**src/rtl/static_mem_timer.sv**
```systemverilog
module static_mem_timer #(
  parameter int ADDR_W = 24,
  parameter int DATA_W = 16,
  parameter int CNT_W  = 6,
  parameter int FLT_W  = 4
) (
  input  logic              clk,
  input  logic              rst_n,
  input  logic [CNT_W-1:0]  rd_cs_setup,
  input  logic [CNT_W-1:0]  rd_cs_pulse,
  input  logic [CNT_W-1:0]  rd_re_setup,
  input  logic [CNT_W-1:0]  rd_re_pulse,
  input  logic [CNT_W-1:0]  rd_total,
  input  logic [CNT_W-1:0]  wr_cs_setup,
  input  logic [CNT_W-1:0]  wr_cs_pulse,
  input  logic [CNT_W-1:0]  wr_we_setup,
  input  logic [CNT_W-1:0]  wr_we_pulse,
  input  logic [CNT_W-1:0]  wr_total,
  input  logic [FLT_W-1:0]  float_cycles,
  input  logic              rd_mode,
  input  logic              bus16,
  output logic              cfg_err,
  input  logic              req_valid,
  input  logic              req_write,
  input  logic [ADDR_W-1:0] req_addr,
  input  logic [DATA_W-1:0] req_wdata,
  output logic              req_ready,
  output logic              ack,
  output logic [DATA_W-1:0] rdata,
  output logic [ADDR_W-1:0] mem_addr,
  output logic [DATA_W-1:0] mem_dout,
  output logic              mem_doe,
  input  logic [DATA_W-1:0] mem_din,
  output logic              cs_n,
  output logic              re_n,
  output logic              we_n
);
  localparam int SUM_W = CNT_W + 1;
  localparam int HI_W  = DATA_W - 8;

  typedef enum logic [1:0] {S_IDLE, S_ACC, S_FLT} state_t;

  state_t             state;
  logic [CNT_W-1:0]   cnt;
  logic [FLT_W-1:0]   fcnt;
  logic               is_wr;
  logic [DATA_W-1:0]  wdata_q;
  logic [DATA_W-1:0]  rdata_q;
  logic               ack_q;

  function automatic logic [SUM_W-1:0] eff_total(input logic [CNT_W-1:0] t);
    return (t == '0) ? SUM_W'(1) : SUM_W'(t);
  endfunction

  function automatic logic [SUM_W-1:0] win_end(input logic [CNT_W-1:0] s,
      input logic [CNT_W-1:0] p, input logic [SUM_W-1:0] t);
    logic [SUM_W-1:0] sum;
    sum = SUM_W'(s) + SUM_W'(p);
    return (sum > t) ? t : sum;
  endfunction

  function automatic logic in_win(input logic [CNT_W-1:0] k, input logic [CNT_W-1:0] s,
      input logic [CNT_W-1:0] p, input logic [SUM_W-1:0] t);
    return (k >= s) && (SUM_W'(k) < win_end(s, p, t));
  endfunction

  logic [SUM_W-1:0] rd_tot, wr_tot, cur_tot;
  assign rd_tot  = eff_total(rd_total);
  assign wr_tot  = eff_total(wr_total);
  assign cur_tot = is_wr ? wr_tot : rd_tot;

  logic acc, last;
  assign acc  = (state == S_ACC);
  assign last = acc && (SUM_W'(cnt) == cur_tot - SUM_W'(1));

  logic cs_on, re_on, we_on;
  assign cs_on = acc && (is_wr ? in_win(cnt, wr_cs_setup, wr_cs_pulse, wr_tot)
                               : in_win(cnt, rd_cs_setup, rd_cs_pulse, rd_tot));
  assign re_on = acc && !is_wr && in_win(cnt, rd_re_setup, rd_re_pulse, rd_tot);
  assign we_on = acc && is_wr && in_win(cnt, wr_we_setup, wr_we_pulse, wr_tot);

  logic [CNT_W-1:0] lat_s, lat_p;
  logic [SUM_W-1:0] lat_end;
  logic             lat_hit;
  assign lat_s   = rd_mode ? rd_re_setup : rd_cs_setup;
  assign lat_p   = rd_mode ? rd_re_pulse : rd_cs_pulse;
  assign lat_end = win_end(lat_s, lat_p, rd_tot);
  assign lat_hit = acc && !is_wr && (lat_end > SUM_W'(lat_s)) &&
                   (SUM_W'(cnt) == lat_end - SUM_W'(1));

  assign cfg_err = (SUM_W'(rd_cs_setup) + SUM_W'(rd_cs_pulse) > rd_tot) ||
                   (SUM_W'(rd_re_setup) + SUM_W'(rd_re_pulse) > rd_tot) ||
                   (SUM_W'(wr_cs_setup) + SUM_W'(wr_cs_pulse) > wr_tot) ||
                   (SUM_W'(wr_we_setup) + SUM_W'(wr_we_pulse) > wr_tot);

  always_ff @(posedge clk or negedge rst_n) begin
    if (!rst_n) begin
      state    <= S_IDLE;
      cnt      <= '0;
      fcnt     <= '0;
      is_wr    <= 1'b0;
      mem_addr <= '0;
      wdata_q  <= '0;
      ack_q    <= 1'b0;
    end else begin
      ack_q <= last;
      case (state)
        S_IDLE: if (req_valid) begin
          state    <= S_ACC;
          cnt      <= '0;
          is_wr    <= req_write;
          mem_addr <= req_addr;
          wdata_q  <= req_wdata;
        end
        S_ACC: if (last) begin
          if (!is_wr && float_cycles != '0) begin
            state <= S_FLT;
            fcnt  <= float_cycles;
          end else begin
            state <= S_IDLE;
          end
        end else begin
          cnt <= cnt + 1'b1;
        end
        default: if (fcnt <= FLT_W'(1)) state <= S_IDLE;
                 else fcnt <= fcnt - 1'b1;
      endcase
    end
  end

  always_ff @(posedge clk or negedge rst_n) begin
    if (!rst_n) rdata_q <= '0;
    else if (lat_hit) rdata_q <= bus16 ? mem_din : {{HI_W{1'b0}}, mem_din[7:0]};
  end

  assign req_ready = (state == S_IDLE);
  assign ack       = ack_q;
  assign rdata     = rdata_q;
  assign mem_doe   = acc && is_wr;
  assign mem_dout  = bus16 ? wdata_q : {{HI_W{1'b0}}, wdata_q[7:0]};
  assign cs_n      = !cs_on;
  assign re_n      = !re_on;
  assign we_n      = !we_on;

  p_idle_quiet_r1: assert property (@(posedge clk) disable iff (!rst_n)
    req_ready |-> (cs_n && re_n && we_n && !mem_doe));
  p_ack_single_r4: assert property (@(posedge clk) disable iff (!rst_n)
    ack |=> !ack);
  p_ack_ends_r3: assert property (@(posedge clk) disable iff (!rst_n)
    ack |-> (cs_n && re_n && we_n));
  p_rdata_hold_r5: assert property (@(posedge clk) disable iff (!rst_n)
    (!acc || is_wr) |=> $stable(rdata));
  p_wr_no_re_r9: assert property (@(posedge clk) disable iff (!rst_n)
    mem_doe |-> re_n);
  p_rd_no_we_r9: assert property (@(posedge clk) disable iff (!rst_n)
    !re_n |-> (we_n && !mem_doe));
  p_addr_hold_r9: assert property (@(posedge clk) disable iff (!rst_n)
    (acc && !last) |=> $stable(mem_addr));
  p_byte_lane_r7: assert property (@(posedge clk) disable iff (!rst_n)
    (!bus16 && $stable(bus16)) |=> (rdata[DATA_W-1:8] == '0 || !$past(lat_hit)));
endmodule

```
**config.mk**
```make
export PLATFORM = sky130hd
export DESIGN_NAME = static_mem_timer
export DESIGN_NICKNAME = d
export VERILOG_FILES = /design/src/rtl/static_mem_timer.sv
export SDC_FILE = /design/constraint.sdc
export NUM_CORES = 1
export LEC_CHECK = 0
export BUFFER_PORTS_ARGS = -buffer_cell sky130_fd_sc_hd__buf_2
export CORE_MARGIN = 5
export CORE_UTILIZATION = 50
export CTS_CLUSTER_SIZE = 25
export DETAILED_ROUTE_END_ITERATION = 8
export PLACE_DENSITY = 0.76
export SLEW_MARGIN = 20
export SYNTH_ARGS = -nofsm -noshare
export SYNTH_HDL_FRONTEND = slang
export SYNTH_SLANG_ARGS = --single-unit
```
**constraint.sdc**
```tcl
create_clock -name clk -period 12.6 [get_ports clk]
set_input_delay 2.52 -clock clk [delete_from_list [all_inputs] [get_ports clk]]
set_output_delay 2.52 -clock clk [all_outputs]
set_load 0.05 [all_outputs]
```
# Word level (Yosys, flattened, before mapping)
# Index checks and enable logic that the tools add are counted.
[word_totals] rom_bits=0 latchBits=0 memories=0 reg_bits=70 mem_bits_rw=0
[classes] bitwise_logic=1 shift=0 addsub=9 n_reduce_logical=30 multipliers=0 n_div=0 n_lt_le_gt_ge=15 eq_ne=8 n_mux=25
[ops] operator="7-bit by 6-bit > comparator with 1-bit output" n=6
[ops] operator="6-bit two-way mux" n=7
[ops] operator="6-bit by 6-bit adder with 7-bit output" n=5
[ops] operator="7-bit two-way mux" n=5
[ops] operator="16-bit two-way mux" n=2
[ops] operator="6-bit by 7-bit less-than comparator with 1-bit output" n=4
[ops] operator="6-bit greater-or-equal comparator" n=4
[ops] operator="6-bit by 7-bit equality test with 1-bit output" n=2
[ops] operator="1-bit logical AND" n=13
[ops] operator="6-bit logical NOT" n=2
[ops] operator="4-bit two-way mux" n=3
[ops] operator="6-bit case mux with 2 select lines" n=1
[ops] operator="2-bit two-way mux" n=4
[ops] operator="4-bit case mux with 2 select lines" n=1
[ops] operator="6-bit by 1-bit subtractor with 7-bit output, second input constant" n=1
[ops] operator="7-bit by 1-bit subtractor with 7-bit output, second input constant" n=1
[ops] operator="6-bit by 1-bit adder with 6-bit output, second input constant" n=1
[ops] operator="2-bit inequality test, second input constant" n=3
[ops] operator="3-bit AND reduction" n=2
[ops] operator="4-bit by 1-bit <= comparator with 1-bit output, second input constant" n=1
[ops] operator="1-bit logical NOT" n=4
[ops] operator="2-bit by 1-bit inequality test with 1-bit output, second input constant" n=2
[ops] operator="2-bit case mux with 2 select lines" n=1
[ops] operator="4-bit AND reduction" n=1
[ops] operator="10 further kinds" n=12

# Logic depth before layout (Yosys ltp)
[depth] word_depth=9 ltp_mapped=26 depth_no_buf=23

# Least setup slack after synthesis
# No wires, ideal clock.
[synth_timing] kind="input port to output port" startpoint="input rd_cs_setup[0]" endpoint="output cs_n" required_ps=10080 cell_stages=19 slack_ps=3306 arrival_time_ps=6774 path_cell_list="ha_1 -> fa_1 -> a21o_1 -> a21oi_1 -> xnor2_1 -> ha_1 -> a21o_1 -> a21oi_1 -> a21oi_1 -> or2_2 -> clkbuf_1 -> nand2_1 -> o21ai_0 -> ha_1 -> and4_1 -> nand2_1 -> a31oi_1 -> nor3_1 -> a211oi_1"
[synth_between] elab_chain_len=8
[synth_lines] element="start: declaration" line_no="9" text="input logic [CNT_W-1:0] rd_cs_setup,"
[synth_lines] element="6-bit by 6-bit adder with 7-bit output" line_no="58" text="sum = SUM_W'(s) + SUM_W'(p);"
[synth_lines] element="7-bit by 6-bit > comparator with 1-bit output" line_no="59" text="return (sum > t) ? t : sum;"
[synth_lines] element="7-bit two-way mux" line_no="59"
[synth_lines] element="6-bit by 7-bit less-than comparator with 1-bit output" line_no="64" text="return (k >= s) && (SUM_W'(k) < win_end(s, p, t));"
[synth_lines] element="1-bit logical AND (*)" line_no="64"
[synth_lines] element="1-bit two-way mux (*)" line_no="77" text="assign cs_on = acc && (is_wr ? in_win(cnt, wr_cs_setup, wr_cs_pulse, wr_tot)"
[synth_lines] element="1-bit logical AND (*)" line_no="77"
[synth_lines] element="1-bit logical NOT (*)" line_no="141" text="assign cs_n = !cs_on;"
[synth_lines] element="end: declaration" line_no="34" text="output logic cs_n,"
# Every way passes the cells marked *; elsewhere a longest branch is shown, timed or not.

# Worst setup path in the final report
# Ends and elaborated chain as after synthesis.

==> flow_summary.rst <==
.. list-table::
   :header-rows: 1

   * - Metric
     - Value
   * - Post-layout minimum cycle time
     - 9.26 ns
   * - Max capacitance violation total
     - 0
   * - TritonRoute pass-1 iters
     - 4
   * - Element type at the critical path end
     - output pin
   * - Proportion of synthesized chip area in sequential cells
     - 0.249
   * - Number of sinks handled by clock tree synthesis
     - 70
   * - Clock input transition at the sequential cells of the worst setup and hold paths
     - 0.06 ns
   * - Post-synthesis instance total
     - 826
   * - Share of final-layout standard cells stronger than drive strength 1
     - 0.242
   * - Slew headroom
     - 0.414
   * - Final global-route overflow total
     - 0
   * - Die area
     - 16600 µm²
   * - Antenna violations before repair
     - 1
   * - HPWL after DPL
     - 15000 µm
   * - Antenna violation net count after detailed routing
     - 0
   * - Number of core rows
     - 43
   * - Crit path required time
     - 10.08 ns
   * - CTS buffer count
     - 9
   * - Number of levels in the clock H-tree
     - 3
   * - Slew Limit Fails
     - 0
   * - TritonCTS clock tree
     - built
   * - DRC violation count after routing
     - 0
   * - Maximum fanout count along the critical path
     - 7
   * - RSZ-0062 raised after global routing
     - false
   * - Count of nets after finishing
     - 1244
   * - Wire length of the first global-routing pass
     - 31100 µm
   * - Vias in the first global route
     - 6489
   * - Post-CTS Repair Setup Buffers
     - 0
   * - Post-synthesis async set-or-reset flop share
     - 1.00
   * - Area share of the leading cell type in the synthesized netlist
     - 0.249
   * - Clock Latency Late Sink
     - 0.33 ns
   * - Most instantiated cells after synthesis
     - 154 x sky130_fd_sc_hd__nand2_1, 115 x sky130_fd_sc_hd__ha_1, 78 x sky130_fd_sc_hd__inv_1, 70 x sky130_fd_sc_hd__dfrtp_1, 41 x sky130_fd_sc_hd__a21oi_1
   * - Register Area
     - 1750 µm²
   * - Via/cell ratio
     - 5.42
   * - Final number of setup-violating endpoints
     - 0
   * - Design Power
     - 1.68 mW
   * - Utilization of the core after routing
     - 0.609
   * - Arrival time of the worst setup path
     - 6.74 ns
   * - Placer congestion estimate
     - 0.933
   * - Most common cell in the netlist
     - sky130_fd_sc_hd__nand2_1
   * - Flip-flop cell with the highest count after synthesis
     - sky130_fd_sc_hd__dfrtp_1
   * - Buffer cell driving the clock tree root
     - sky130_fd_sc_hd__clkbuf_16
   * - Class of the most critical setup path
     - input port to output pin
   * - Placement Setup Slack
     - 3.38 ns
   * - Tightest Hold Check Type
     - flip-flop to flip-flop
   * - # port buffers
     - 188
   * - Count of cell types in the netlist
     - 67
   * - Worst setup SP type
     - input port
   * - Post-synth EDFFs
     - 0
   * - Part of the cycle the worst path needs
     - 0.735
   * - Syn-to-layout area delta
     - 19.6%
   * - Clock Path Buffers
     - 2
   * - Endpoints failing hold
     - 0
   * - Setup TNS
     - 0 ns
   * - Ys Warns
     - 0
   * - Largest cells by area after synthesis
     - sky130_fd_sc_hd__dfrtp_1 25%, sky130_fd_sc_hd__ha_1 20%, sky130_fd_sc_hd__nand2_1 8.2%
   * - Static leakage
     - 4.79 nW
   * - Top achievable clock speed
     - 108 MHz
   * - Initial core utilization
     - 0.510
   * - Initial DRC count
     - 333
   * - Footprint of the multi-input gates
     - 4850 µm²
   * - Net count after synthesis
     - 1072
   * - Total global routing track utilization
     - 0.230
   * - Total wire length after detailed routing
     - 19100 µm
   * - Actual slew at the worst max-slew pin
     - 0.878 ns
   * - Cell taking the most area after synthesis
     - sky130_fd_sc_hd__dfrtp_1
   * - Hold buffer count at CTS
     - 0
   * - Maximum number of pins on one net before global-route repair
     - 71
   * - Die outline height
     - 129 µm
   * - Worst Slack Setup Final
     - 3.34 ns
   * - Final setup skew
     - 0.00870 ns
   * - Hold slack final
     - 0.466 ns
   * - Standard cell core area
     - 13800 µm²
   * - Routed len/inst
     - 16.1 µm
   * - Die Span X
     - 129 µm
   * - Maximum VDD drop
     - 0.000155 V
   * - #FFs+latches synth
     - 70
   * - Antenna Diode Count
     - 0
   * - PostCTS Resize Cnt
     - 0
   * - Post-Synthesis Mean Instance Area
     - 8.53 µm²
   * - Power density normalized to cell area
     - 200 nW/µm²
   * - Cell area after synthesis
     - 7050 µm²
   * - Run status
     - finished clean
   * - Total via count after detailed routing
     - 6409
   * - Total of fill cells in the finished design
     - 1216
   * - Num ports
     - 189
power by group:
group	switching, mW	internal, mW
Sequential	0.0962	0.313
Combinational	0.640	0.341
Clock	0.0977	0.194
Total	0.834	0.848
worst max-delay path, cell delays in order:
cell and delay [ns]:
sky130_fd_sc_hd__buf_2 0.11, sky130_fd_sc_hd__ha_1 0.22, sky130_fd_sc_hd__fa_1 0.40, sky130_fd_sc_hd__a21o_1 0.19, sky130_fd_sc_hd__a21oi_1 0.22, sky130_fd_sc_hd__xnor2_1 0.17, sky130_fd_sc_hd__ha_1 0.27, sky130_fd_sc_hd__a21o_1 0.16
sky130_fd_sc_hd__a21oi_1 0.18, sky130_fd_sc_hd__a21oi_1 0.12, sky130_fd_sc_hd__or2_2 0.40, sky130_fd_sc_hd__nand2_1 0.09, sky130_fd_sc_hd__o21ai_0 0.08, sky130_fd_sc_hd__ha_1 0.28, sky130_fd_sc_hd__and4_1 0.21, sky130_fd_sc_hd__a2111oi_0 0.40
sky130_fd_sc_hd__nand2_1 0.11, sky130_fd_sc_hd__nor3_1 0.26, sky130_fd_sc_hd__a211oi_1 0.10, sky130_fd_sc_hd__buf_2 0.24
routing by layer:
layer / global-route usage / vias up / wire length, µm
met5: 0 / - / 11
met4: 0.0605 / 2 / 463
met3: 0.0444 / 35 / 1150
met2: 0.390 / 187 / 9160
met1: 0.300 / 2970 / 8320
li1: - / 3215 / -
state kept, by name, summed over array words and instances (netlist names):
name / flops
ack: 1
cnt: 6
fcnt: 4
is_wr: 1
mem_addr: 24
rdata: 16
state: 2
wdata_q: 16
cell families (layout without fill, tap and decap cells):
family | Yosys count | in the layout | synth area share
compound gates | 164 | 164 | 0.161
xor+xnor | 32 | 32 | 0.0398
fa+ha+maj | 120 | 120 | 0.218
buf+inv | 108 | 285 | 0.0636
flops | 70 | 70 | 0.249
mux | 58 | 58 | 0.0888
simple gates | 274 | 274 | 0.180
layout make-up:
cell class | instances | share of cell area
multi-input cells | 648 | 0.575
well taps | 180 | 0.0267
repair buffers | 191 | 0.114
flip-flops and latches | 70 | 0.208
clock buffers | 9 | 0.0267
clock inverters | 7 | 0.0144
inverters | 78 | 0.0347
final timing paths:
check                               end      startpoint  cells past startpoint  slack, ns
max                                cs_n  rd_cs_setup[0]                     20       3.34
min                         wdata_q[11]     wdata_q[11]                      2       0.47
max reg2reg                     fcnt[1]           is_wr                      8       9.40
min reg2reg                 wdata_q[11]     wdata_q[11]                      2       0.47
max in group asynchronous  mem_addr[19]           rst_n                      2       9.64
min in group asynchronous    wdata_q[1]           rst_n                      2       2.39
per-stage QoR:
stage / instances / area [µm²]
after floorplan: 826 / 7050
after global placement: 1167 / 8080
after detailed placement: 1167 / 8080
after CTS: 1183 / 8430
after global routing: 1183 / 8430
final: 1183 / 8430
layout by cell type (no fill, tap or decap), drive strengths merged, types with 6 or more instances in the layout:
cell / synthesis / routed
o21a: 15 / 15
a2111oi: 6 / 6
or2: 6 / 6
nor3: 14 / 14
xnor2: 25 / 25
nor2: 29 / 29
nand2b: 8 / 8
a211oi: 12 / 12
o21ai: 23 / 23
nand3: 12 / 12
a21o: 31 / 31
o21bai: 10 / 10
a21oi: 41 / 41
clkbuf: 17 / 9
nor2b: 14 / 14
buf: 13 / 191
ha: 115 / 115
mux2i: 37 / 37
and2: 9 / 9
nand2: 155 / 155
dfrtp: 70 / 70
xor2: 7 / 7
mux2: 20 / 20
inv: 78 / 79
No activity file was read; power rests on OpenSTA's default activity.
